<file path="src/rtl/otp_prog_pkg.sv">
package otp_prog_pkg;

  typedef enum logic [1:0] {
    ST_READY  = 2'b00,
    ST_TESTF  = 2'b01,
    ST_DATAF  = 2'b10,
    ST_LOCKED = 2'b11
  } otp_status_e;

  typedef enum logic [2:0] {
    SQ_IDLE,
    SQ_TEST,
    SQ_TCHK,
    SQ_DATA,
    SQ_VERIFY,
    SQ_LOCK
  } otp_state_e;

  // one-hot tap decode of a code (64 taps at the default width)
  function automatic logic [63:0] tap_onehot(input logic [5:0] code);
    logic [63:0] v;
    v = '0;
    v[code] = 1'b1;
    return v;
  endfunction

  // sensed data fuses against the code to be stored
  function automatic logic fuse_match(input logic [5:0] sensed, input logic [5:0] code);
    return (sensed ^ code) == 6'd0;
  endfunction

endpackage

</file>
<file path="src/rtl/otp_seq.sv">
module otp_seq
  import otp_prog_pkg::*;
#(
  parameter int CODE_W = 6
) (
  input  logic              clk,
  input  logic              rst_n,
  input  logic              prog_req,
  input  logic [CODE_W-1:0] code,
  input  logic [CODE_W+1:0] fuse_sense,
  output logic [CODE_W+1:0] fuse_blow,
  output logic [1:0]        status,
  output logic              busy,
  output logic              locked
);
  localparam int TEST_IDX = CODE_W;
  localparam int LOCK_IDX = CODE_W + 1;
  localparam int CNT_W    = $clog2(CODE_W);
  localparam logic [CNT_W-1:0] LAST_BIT = CNT_W'(CODE_W - 1);

  otp_state_e        state_q;
  logic [CNT_W-1:0]  bit_q;
  logic [1:0]        status_q;

  // named internal events for the assertions
  logic start_evt, test_fail_evt, data_fail_evt, lock_evt;

  assign locked        = fuse_sense[LOCK_IDX];
  assign busy          = (state_q != SQ_IDLE);
  assign start_evt     = prog_req && (state_q == SQ_IDLE) && !locked;
  assign test_fail_evt = (state_q == SQ_TCHK) && !fuse_sense[TEST_IDX];
  assign data_fail_evt = (state_q == SQ_VERIFY) && !fuse_match(fuse_sense[CODE_W-1:0], code);
  assign lock_evt      = (state_q == SQ_LOCK);
  assign status        = locked ? ST_LOCKED : status_q;

  always_comb begin
    fuse_blow = '0;
    case (state_q)
      SQ_TEST: fuse_blow[TEST_IDX] = !fuse_sense[TEST_IDX];
      SQ_DATA: fuse_blow[bit_q]    = code[bit_q] && !fuse_sense[bit_q];
      SQ_LOCK: fuse_blow[LOCK_IDX] = 1'b1;
      default: fuse_blow = '0;
    endcase
  end

  always_ff @(posedge clk or negedge rst_n) begin
    if (!rst_n) begin
      state_q  <= SQ_IDLE;
      bit_q    <= '0;
      status_q <= ST_READY;
    end else begin
      case (state_q)
        SQ_IDLE: if (start_evt) begin
          state_q  <= SQ_TEST;
          status_q <= ST_READY;
        end
        SQ_TEST: state_q <= SQ_TCHK;
        SQ_TCHK: if (test_fail_evt) begin
          state_q  <= SQ_IDLE;
          status_q <= ST_TESTF;
        end else begin
          state_q <= SQ_DATA;
          bit_q   <= '0;
        end
        SQ_DATA: if (bit_q == LAST_BIT) state_q <= SQ_VERIFY;
                 else bit_q <= bit_q + 1'b1;
        SQ_VERIFY: if (data_fail_evt) begin
          state_q  <= SQ_IDLE;
          status_q <= ST_DATAF;
        end else state_q <= SQ_LOCK;
        SQ_LOCK: begin
          state_q  <= SQ_IDLE;
          status_q <= ST_LOCKED;
        end
        default: state_q <= SQ_IDLE;
      endcase
    end
  end

  p_single_strobe_r4: assert property (@(posedge clk) disable iff (!rst_n)
    $onehot0(fuse_blow));
  p_start_clears_r10: assert property (@(posedge clk) disable iff (!rst_n)
    start_evt |=> busy && status_q == ST_READY);
  p_locked_idle_r7: assert property (@(posedge clk) disable iff (!rst_n)
    locked && !busy |=> !busy);
  p_test_abort_r3: assert property (@(posedge clk) disable iff (!rst_n)
    test_fail_evt |=> !busy && status_q == ST_TESTF);
  p_data_abort_r5: assert property (@(posedge clk) disable iff (!rst_n)
    data_fail_evt |=> !busy && status_q == ST_DATAF && fuse_blow == '0);
  p_lock_done_r6: assert property (@(posedge clk) disable iff (!rst_n)
    lock_evt |=> !busy && status_q == ST_LOCKED);
  p_busy_ends_terminal_r2: assert property (@(posedge clk) disable iff (!rst_n)
    $fell(busy) |-> status_q != ST_READY);

endmodule

</file>
<file path="src/rtl/otp_wiper_src.sv">
module otp_wiper_src
  import otp_prog_pkg::*;
#(
  parameter int CODE_W = 6
) (
  input  logic                 clk,
  input  logic                 rst_n,
  input  logic                 wr_en,
  input  logic [CODE_W-1:0]    wr_code,
  input  logic                 busy,
  input  logic                 locked,
  input  logic [CODE_W-1:0]    fuse_data,
  output logic [CODE_W-1:0]    reg_code,
  output logic [CODE_W-1:0]    wiper,
  output logic [(1<<CODE_W)-1:0] tap_sel
);
  localparam int TAPS = 1 << CODE_W;
  localparam logic [CODE_W-1:0] MIDSCALE = CODE_W'(TAPS / 2);

  logic [CODE_W-1:0] wiper_q;
  logic              wr_ok;

  assign wr_ok    = wr_en && !busy && !locked;
  assign reg_code = wiper_q;
  assign wiper    = locked ? fuse_data : wiper_q;

  always_comb begin
    tap_sel = '0;
    tap_sel[wiper] = 1'b1;
  end

  always_ff @(posedge clk or negedge rst_n) begin
    if (!rst_n) wiper_q <= MIDSCALE;
    else if (wr_ok) wiper_q <= wr_code;
  end

  p_tap_onehot_r11: assert property (@(posedge clk) disable iff (!rst_n)
    $countones(tap_sel) == 1);
  p_locked_write_r7: assert property (@(posedge clk) disable iff (!rst_n)
    locked && $stable(locked) |=> $stable(wiper));

endmodule

</file>
<file path="src/rtl/otp_wiper_prog.sv">
module otp_wiper_prog
  import otp_prog_pkg::*;
#(
  parameter int CODE_W = 6
) (
  input  logic                    clk,
  input  logic                    rst_n,
  input  logic                    wr_en,
  input  logic [CODE_W-1:0]       wr_code,
  input  logic                    prog_req,
  input  logic [CODE_W+1:0]       fuse_sense,
  output logic [CODE_W+1:0]       fuse_blow,
  output logic [1:0]              status,
  output logic                    busy,
  output logic                    locked,
  output logic [CODE_W-1:0]       wiper,
  output logic [(1<<CODE_W)-1:0]  tap_sel
);
  logic [CODE_W-1:0] reg_code;

  otp_seq #(.CODE_W(CODE_W)) seq_i (
    .clk        (clk),
    .rst_n      (rst_n),
    .prog_req   (prog_req),
    .code       (reg_code),
    .fuse_sense (fuse_sense),
    .fuse_blow  (fuse_blow),
    .status     (status),
    .busy       (busy),
    .locked     (locked)
  );

  otp_wiper_src #(.CODE_W(CODE_W)) wsrc_i (
    .clk       (clk),
    .rst_n     (rst_n),
    .wr_en     (wr_en),
    .wr_code   (wr_code),
    .busy      (busy),
    .locked    (locked),
    .fuse_data (fuse_sense[CODE_W-1:0]),
    .reg_code  (reg_code),
    .wiper     (wiper),
    .tap_sel   (tap_sel)
  );

endmodule

</file>
<file path="config.mk">
export PLATFORM = sky130hd
export DESIGN_NAME = otp_wiper_prog
export DESIGN_NICKNAME = d
export VERILOG_FILES = /design/src/rtl/otp_prog_pkg.sv /design/src/rtl/otp_seq.sv /design/src/rtl/otp_wiper_src.sv /design/src/rtl/otp_wiper_prog.sv
export SDC_FILE = /design/constraint.sdc
export NUM_CORES = 1
export LEC_CHECK = 0
export ABC_CLOCK_PERIOD_IN_PS = 2400
export CAP_MARGIN = 40
export CORE_MARGIN = 5
export CORE_UTILIZATION = 37
export CTS_CLUSTER_DIAMETER = 200
export DETAILED_ROUTE_END_ITERATION = 7
export HOLD_SLACK_MARGIN = 0.03
export PLACE_DENSITY_LB_ADDON = 0.12
export SLEW_MARGIN = 0
export SYNTH_ARGS = -nofsm -noshare
export SYNTH_HDL_FRONTEND = slang
export SYNTH_SLANG_ARGS = --single-unit
</file>
<file path="constraint.sdc">
create_clock -name clk -period 2.4 [get_ports clk]
set_input_delay 0.48 -clock clk [delete_from_list [all_inputs] [get_ports clk]]
set_output_delay 0.48 -clock clk [all_outputs]
set_load 0.01 [all_outputs]
</file>
After elaboration in Yosys (flattened, before gate mapping)
Index checks and enable logic that the tools add are counted.

word-level totals
  flip-flop bits (word level) = 14
  bits of input ports = 18
  output and inout bits = 82
  logic and storage cells = 70

cells by class
  add/subtract/negate cells = 1
  magnitude comparators = 4
  eq/ne operators = 12
  multiplexer cells = 25
  bitwise logic cells = 2
  reduce and logical (&&, ||, !) cells = 22

operators by type and width
  operator            number
  $mux 3              5
  $pmux 3 s5          1
  $mux 6              2
  $mux 2              5
  $eq 3x3->1 const B  3
  $logic_and 1x1->1   9
  $and 8x8->8         1
  $ne 2x1->1 const B  4
  $pmux 2 s4          1
  $lt 6x7->1 const B  1
  $bmux 1 s3          2
  $demux 1 s6         1
  $eq 3x2->1 const B  2
  $ge 6x1->1 const B  1
  $logic_not 6->1     1
  $pmux 3 s2          1
  $xor 6x6->6         1
  $logic_not 1->1     5
  $lt 3x4->1 const B  1
  $mux 1              4
  $ne 2x2->1 const B  2
  $pmux 1 s2          2
  $reduce_and 4->1    1
  $reduce_bool 4->1   1
  other kinds (9)     9

Longest topological paths before layout
Gate-level depths: netlist of run 1.

  depth after elaboration = 6
  depth in mapped cells = 5
  mapped depth without buffers = 5

By module
A second synthesis of run 1 with hierarchy kept.

unflattened totals
  cell total of the unflattened synthesis = 249
  area, all modules = 2,248.4 sq um

modules (own cells, without submodules)
  module         instances  cells an instance  area each (sq um)  seq. area each (sq um)
  otp_wiper_src  1          169                1,552.7            151.4
  otp_seq        1          80                 695.7              200.2

Worst setup path before layout of run 1
OpenSTA, ideal clock, no wires.

  path kind = input to output
  start point = input fuse_sense[2]
  end point = output fuse_blow[0]
  arrival = 1.658 ns
  data required time = 1.920 ns
  setup slack = 0.262 ns
  stages = 5
  buffers on the path = 1
  path through = buf_2 -> mux2_4 -> or3_4 -> a211o_1 -> nor2_1

on the way
  longest elaborated chain between the ends = 6

ends and longest elaborated chain
  element                       line                  text
  start, declared               otp_wiper_prog.sv:11  input logic [CODE_W+1:0] fuse_sense,
  $bmux 1 s3                    otp_seq.sv:40         SQ_DATA: fuse_blow[bit_q] = code[bit_q] && !fuse_sense[bit_q];
  $mux 1 (not written as such)  otp_seq.sv:40
  $logic_not 1->1               otp_seq.sv:40
  $logic_and 1x1->1             otp_seq.sv:40
  $and 8x8->8 (no line)         --
  $mux 6                        otp_seq.sv:38         case (state_q)
  end, declared                 otp_wiper_prog.sv:12  output logic [CODE_W+1:0] fuse_blow,

Every way passes these cells. The select of a mux whose other input is x is not followed.

Worst setup path after layout of run 1
  start point = input fuse_sense[4]
  end point = output tap_sel[46]

on the way
  longest elaborated chain between the ends = 5
  elaborated cells between the ends (all ways) = 6
  those cells by class = order compare: 2; mux: 3; reduce/logical: 1

ends and longest elaborated chain
  element                                                                line                  text
  $mux 6 *                                                               otp_wiper_src.sv:25   assign wiper = locked ? fuse_data : wiper_q;
  $lt 6x7->1 (not written as such) / $ge 6x1->1 (equally long branches)  otp_wiper_src.sv:29   tap_sel[wiper] = 1'b1;
  $logic_and 1x1->1 (not written as such)                                otp_wiper_src.sv:29
  $mux 1 (not written as such)                                           otp_wiper_src.sv:29
  $demux 1 s6 *                                                          --
  end, declared                                                          otp_wiper_prog.sv:17  output logic [(1<<CODE_W)-1:0] tap_sel

Every way passes the cells marked *; elsewhere a longest branch is shown, timed or not.

==> results.toml, run 1 <==
[layout]
final-seq-area_um2 = 353
final_area_mm2 = 0.00300
area.growth.synth_to_final_pct = 88.4
layout-drive-gt1-share_pct = 27.2
final_common_cell = "nor3_1"
finish.net_count = 366
n_fill_cell = 352
diodes = 0
layout.cells.most_common_list = "nor3_1, dlygate4sd2_1, buf_4"
area_used_by_multi_input_combinational_logic_mm2 = 0.00122

[hold_path]
min_path_cells = 1
min_path_type = "reg2reg"

[worst_setup_path]
cp_num_cells = 6
critPathLaunchType = "primary input"
worst_path_fanout_max = 8
worst-path-buf-inv = 3
reg2reg_depth = 5
max_stage_delay_ps = 340
critical-path-slowest-cell = "clkdlybuf4s15_1"
cp_cell_sequence = "clkdlybuf4s15_1, nor2b_1, a22oi_2, buf_4, nor3_1, dlygate4sd2_1"
critical-path-top-delay-family = "buffers and inverters"
endpoint_arrival_time_on_the_critical_path_ps = 1900
worstSetupPathType = "in2out"
kind_of_end_point_of_the_critical_path = "output pin"
cp.required_ps = 1920

[synthesis]
synthesis.yosys.warnings = 0
seq_area_frac_synth_pct = 22.1
synthesis.instances = 221
synth.area.top_cells = "nor3_1, dfrtp_1, mux2_2"
post_synth_instance_area_mm2 = 0.00159
synthesis.area_per_instance_um2 = 7.20
synth_top_area_share_pct = 21.1
synth_enable_flop_cells = 0
number_of_distinct_library_cell_variants_in_the_gate_level_netlist_after_synthesis = 45
synth.ff_latch_count = 14
asyncSetResetFlopFracSynth_pct = 100
postSynth.topFlopCell = "dfrtp_1"
synth_nets = 241
post-synth-top-area-cell = "nor3_1"

[power]
power.sequential.fraction_pct = 19.0
total_switching_power_uw = 1020
internal_dissipation_uw = 1190
cellLeakagePower_uw = 0.00145
p_comb_share_pct = 70.0
vdd_drop_max_mv = 0.437
total_power_uw = 2210
sw_frac_of_total_pct = 46.1
clkPwrFrac_pct = 11.0
power-per-cell-area_mw_per_mm2 = 738

[floorplanning]
area_of_the_die_mm2 = 0.00571
dieWidth_um = 75.6
floorplan.core_area_mm2 = 0.00409
floorplan.io_pins = 100
dieHeight_um = 75.6
floorplan.initialDensity_pct = 38.9
core.rowCount = 23

[global_routing]
global_route.usage.total_pct = 25.6
maximum_number_of_pins_on_one_net_before_global_route_repair = 17
grt_pass1_vias = 2331
antenna_found_initial = 0
grt_overflow = 0
grt_pass1_wl_um = 11200

[place]
dpl.hpwl_um = 5380
placed_cell_area_mm2 = 0.00288
port-buffer-count = 99
gp_congestion = 0.885

[routing]
dr_total_vias = 2226
ant_nets = 0
detailed_routing_iterations_pass_1 = 4
drt-total-wl_um = 7210
remaining_drc_errors = 0
vias_per_cell = 5.64
routed_wire_length_per_instance_um = 18.2
drtIter0Drc = 120

[timing]
report.final.setup_viol = 0
final.setup_skew_ps = 4.74
final_hold_viol_count = 0
timing.max_slew.rel_slack_pct = 54.9
rsz_0062_raised_after_global_routing = "yes"
post-route-period-util_pct = 99.0
slew_viol_final = 0
tightestPinTransition_ps = 674
max_freq_mhz = 421
timing.final.crit_period_ps = 2380

[clock_tree]
insertion_delay_ps = 250
root_buffer = "clkbuf_8"
cts_made_buffers = 3
buffer_depth_of_the_longest_clock_path = 2
cts.hold.buffers_added = 0
clkTransAtPathRegs_ps = 60
tritoncts = "built"
htree_levels = 1
clock_sink_count = 14

[job]
maxcap_viol_count = 0

[run_status]
status = "complete, no violations"
-- state kept, by name, indices dropped and copies added, names as in the netlist --
name and cells:
seq_i.bit_q 3, seq_i.state_q 3, seq_i.status_q 2, wsrc_i.reg_code 6
-- metal layers --
metal  global-route usage [%]  share of wire [%]  vias up
met5                        0                  0        -
met4                     10.5                2.4        0
met3                     7.52                8.4       16
met2                     43.0                 49       91
met1                     30.7                 40     1053
li1                         -                  -     1066
-- through the flow --
step                hold slack (ps)  std cells  utilization [%]  worst slack [ps]  TNS, ps
finish                          497        395             73.4              24.8        0
CTS                             502        391             71.8              5.31        0
floorplan                       184        221                -               262        0
global route                    514        395             73.4             -53.7     -328
global placement                484        384             70.1              -833   -49630
detailed placement              480        386             70.5              -728   -45300
-- Yosys cell counts, drive strengths merged, types with 3 or more instances --
library cell	instances
or3	3
a22oi	4
a32oi	4
xnor2	5
nor3	67
o21ai	3
buf	15
nand2b	4
a31oi	3
nor2	19
inv	7
nor2b	5
dfrtp	13
o22a	3
mux2	11
nand2	17
a21oi	5
clkbuf	6
-- cells by family (layout without fill, tap and decap cells) --
family                     Yosys count  in the layout  share of synthesized area (%)
muxes                               13             13                           10.3
DFF                                 14             14                           22.1
adders and majority gates            2              2                           1.57
AOI/OAI and AO/OA                   31             31                           14.4
xor gates and xnor gates             6              6                           3.30
and+or+nand+nor                    127            127                           40.0
buffers and inverters               28            152                           8.33
-- power by group through the flow --
stage / clock network, µW / registers [µW] / logic (µW)
3_5_place_dp: 0 / 420 / 1440
2_1_floorplan: 0 / 412 / 770
6_report: 244 / 420 / 1550
4_1_cts: 250 / 418 / 1460
5_1_grt: 265 / 430 / 1680
3_3_place_gp: 0 / 415 / 1410
-- timing repair --
item	CTS	global route
setup buffers	0	3
hold endpoints to repair	0	0
endpoints found under the setup margin	77	59
cloned	1	1
pin swaps	0	3
gates resized for setup	118	30
-- path summary, 6_finish.rpt --
path / start / end / slack [ps]
hold reg to reg: seq_i.status_q[1]$_DFFE_PN0P_ / seq_i.status_q[1]$_DFFE_PN0P_ / 500
setup / recovery: fuse_sense[4] / tap_sel[46] / 20
min in group asynchronous: rst_n / seq_i.state_q[2]$_DFFE_PN0P_ / 640
setup reg to reg: seq_i.bit_q[0]$_DFFE_PN0P_ / seq_i.bit_q[1]$_DFFE_PN0P_ / 630
hold / removal: seq_i.status_q[1]$_DFFE_PN0P_ / seq_i.status_q[1]$_DFFE_PN0P_ / 500
max in group asynchronous: rst_n / seq_i.bit_q[0]$_DFFE_PN0P_ / 1300
-- cell type report --
cell class	instances	area share (%)
clock buffers	4	1.84
repair buffers	141	42.6
flip-flops and latches	14	11.8
multi-input cells	179	40.8
well taps	50	2.09
inverters	7	0.876
No activity file was read; power rests on OpenSTA's default activity.
==> inputs of run 2 (changes only) <==
--- a/config.mk
+++ b/config.mk
@@ -13,6 +13,7 @@
 export DETAILED_ROUTE_END_ITERATION = 7
 export HOLD_SLACK_MARGIN = 0.03
 export PLACE_DENSITY_LB_ADDON = 0.12
+export REMOVE_ABC_BUFFERS = 1
 export SLEW_MARGIN = 0
 export SYNTH_ARGS = -nofsm -noshare
 export SYNTH_HDL_FRONTEND = slang
==> run 2 against run 1 <==
Effect of this change: count of clock-buffer cells in the layout unchanged; clock power down 7%; register-to-register slack better by 70 ps; final cell count up 1.0%; die area unchanged; critical path type unchanged; largest cell class is now multi-input gates; largest power group unchanged; highest routed layer unchanged.
==> results.toml, run 2 (same netlist as run 1, synthesis figures left out) <==
[run_status]
status = "complete, no violations"

[worst_setup_path]
cp_cell_sequence = "clkdlybuf4s50_1, buf_6, a32oi_2, buf_12, nor3_1, dlygate4sd2_1"
critical-path-top-delay-family = "buffers and inverters"
max_stage_delay_ps = 500
r2r_slack_ps = 700
worst-path-buf-inv = 4
worstSetupPathType = "in2out"
critical_path.reg2reg.startpoint = "wsrc_i.reg_code[0]$_DFFE_PN0P_"
reg2reg_depth = 6
worst_path_fanout_max = 16
cp.required_ps = 1920
critical-path-slowest-cell = "clkdlybuf4s50_1"
endpoint_arrival_time_on_the_critical_path_ps = 1900
kind_of_end_point_of_the_critical_path = "output pin"
critical_path.reg2reg.endpoint = "seq_i.status_q[1]$_DFFE_PN0P_"
critPathLaunchType = "primary input"

[timing]
timing.max_slew.rel_slack_pct = 59.2
final_hold_viol_count = 0
report.final.setup_viol = 0
slew_viol_final = 0
tightestPinTransition_ps = 610
timing.final.crit_period_ps = 2380
final.setup_skew_ps = 2.37
post-route-period-util_pct = 99.3
max_freq_mhz = 419

[routing]
vias_per_cell = 5.67
remaining_drc_errors = 0
dr_total_vias = 2264
ant_nets = 0
routed_wire_length_per_instance_um = 17.0
detailed_routing_iterations_pass_1 = 4
drt-total-wl_um = 6780
drtIter0Drc = 130

[layout]
finish.net_count = 370
final_common_cell = "nor3_1"
fin_cells = 399
layout.cells.most_common_list = "nor3_1, buf_4, buf_2"
diodes = 0
postLayoutCoreUtil_pct = 71.3
layout-drive-gt1-share_pct = 37.0
largest_register_ff_count = 6
area_used_by_multi_input_combinational_logic_mm2 = 0.00123
final-seq-area_um2 = 352
n_fill_cell = 359
area.growth.synth_to_final_pct = 83.0

[clock_tree]
insertion_delay_ps = 250
clkTransAtPathRegs_ps = 50
cts.hold.buffers_added = 0
root_buffer = "clkbuf_8"
cts_made_buffers = 3
htree_levels = 1
tritoncts = "built"
buffer_depth_of_the_longest_clock_path = 2
clock_sink_count = 14

[place]
port-buffer-count = 99
placed_cells = 384
gp_congestion = 0.809
dpl.hpwl_um = 4870

[job]
maxcap_viol_count = 0

[power]
power-per-cell-area_mw_per_mm2 = 755
power.sequential.fraction_pct = 19.8
internal_dissipation_uw = 1190
cellLeakagePower_uw = 0.00135
clkPwrFrac_pct = 10.4
sw_frac_of_total_pct = 45.7
vdd_drop_max_mv = 0.557
p_comb_share_pct = 69.9
total_switching_power_uw = 1010

[floorplanning]
floorplan.core_area_mm2 = 0.00409
dieWidth_um = 75.6
core.rowCount = 23
dieHeight_um = 75.6
floorplan.initialDensity_pct = 38.9
area_of_the_die_mm2 = 0.00571
floorplan.io_pins = 100

[global_routing]
grt_pass1_wl_um = 10500
maximum_number_of_pins_on_one_net_before_global_route_repair = 17
antenna_found_initial = 0
grt_overflow = 0
global_route.usage.total_pct = 23.3
grt_pass1_vias = 2129

[hold_path]
min_path_cells = 1
min_path_type = "reg2reg"
worstHoldStart = "seq_i.status_q[1]$_DFFE_PN0P_"
timing.hold.worst_endpoint = "seq_i.status_q[1]$_DFFE_PN0P_"
[run 2: cell count changes in the layout (fill, tap and decap cells not counted), sizes merged]
cell           change
dlygate4sd2       -36
clkdlybuf4s15      +6
clkbuf             +3
dlygate4sd1        -2
buf               +32
clkdlybuf4s50      +1
[run 2: through the flow]
| step | worst slack [ps] | TNS, ps | total power, µW | hold slack, ps | area, µm² |
|---|---|---|---|---|---|
| floorplan | 330 | 0 | 1110 | 184 | 1490 |
| global placement | -819 | -45490 | 1790 | 486 | 2850 |
| detailed placement | -671 | -41960 | 1830 | 485 | 2860 |
| CTS | 0.463 | 0 | 2140 | 497 | 2900 |
| global route | -3.47 | -3.47 | 2350 | 530 | 2910 |
| finish | 16.1 | 0 | 2200 | 494 | 2910 |
[run 2: power groups by stage]
stage | clock, µW | sequential (µW) | combinational, µW
global placement | 0 | 430 | 1360
detailed placement | 0 | 430 | 1400
global route | 245 | 447 | 1660
floorplan | 0 | 449 | 665
CTS | 234 | 430 | 1480
finish | 228 | 435 | 1540
[run 2: cell type report]
class,count,area share (%)
inverter,7,0.902
multi-input combinational,179,42.2
timing repair buffer,145,40.8
clock buffer,4,1.89
sequential,14,12.1
tap,50,2.15
[run 2: routing by layer]
metal / share of wire, % / vias to the layer above / track usage, %
met5: 0 / - / 0
met4: 1.1 / 0 / 3.50
met3: 7.6 / 8 / 5.28
met2: 48 / 88 / 38.9
met1: 43 / 1100 / 31.4
li1: - / 1068 / -
[run 2: what timing repair did]
action | in CTS | in global routing
resized for setup | 215 | 31
endpoints found under the setup margin | 77 | 59
setup buffers | 9 | 1
gates cloned | 1 | 0
pin swaps | 4 | 3
hold endpoints to repair | 0 | 0
[run 2: worst max path at each step]
stage                                from      endpoint  slack, ps  cells past startpoint
6_report                    fuse_sense[1]   tap_sel[42]         20                      6
3_5_place_dp                fuse_sense[7]    tap_sel[4]       -670                      7
3_3_place_gp                fuse_sense[7]   tap_sel[56]       -820                      6
4_1_cts                     fuse_sense[7]   tap_sel[57]        0.5                      7
5_1_grt                     fuse_sense[1]   tap_sel[34]         -3                      6
2_1_floorplan  seq_i.bit_q[0]$_DFFE_PN0P_  fuse_blow[0]        330                      4
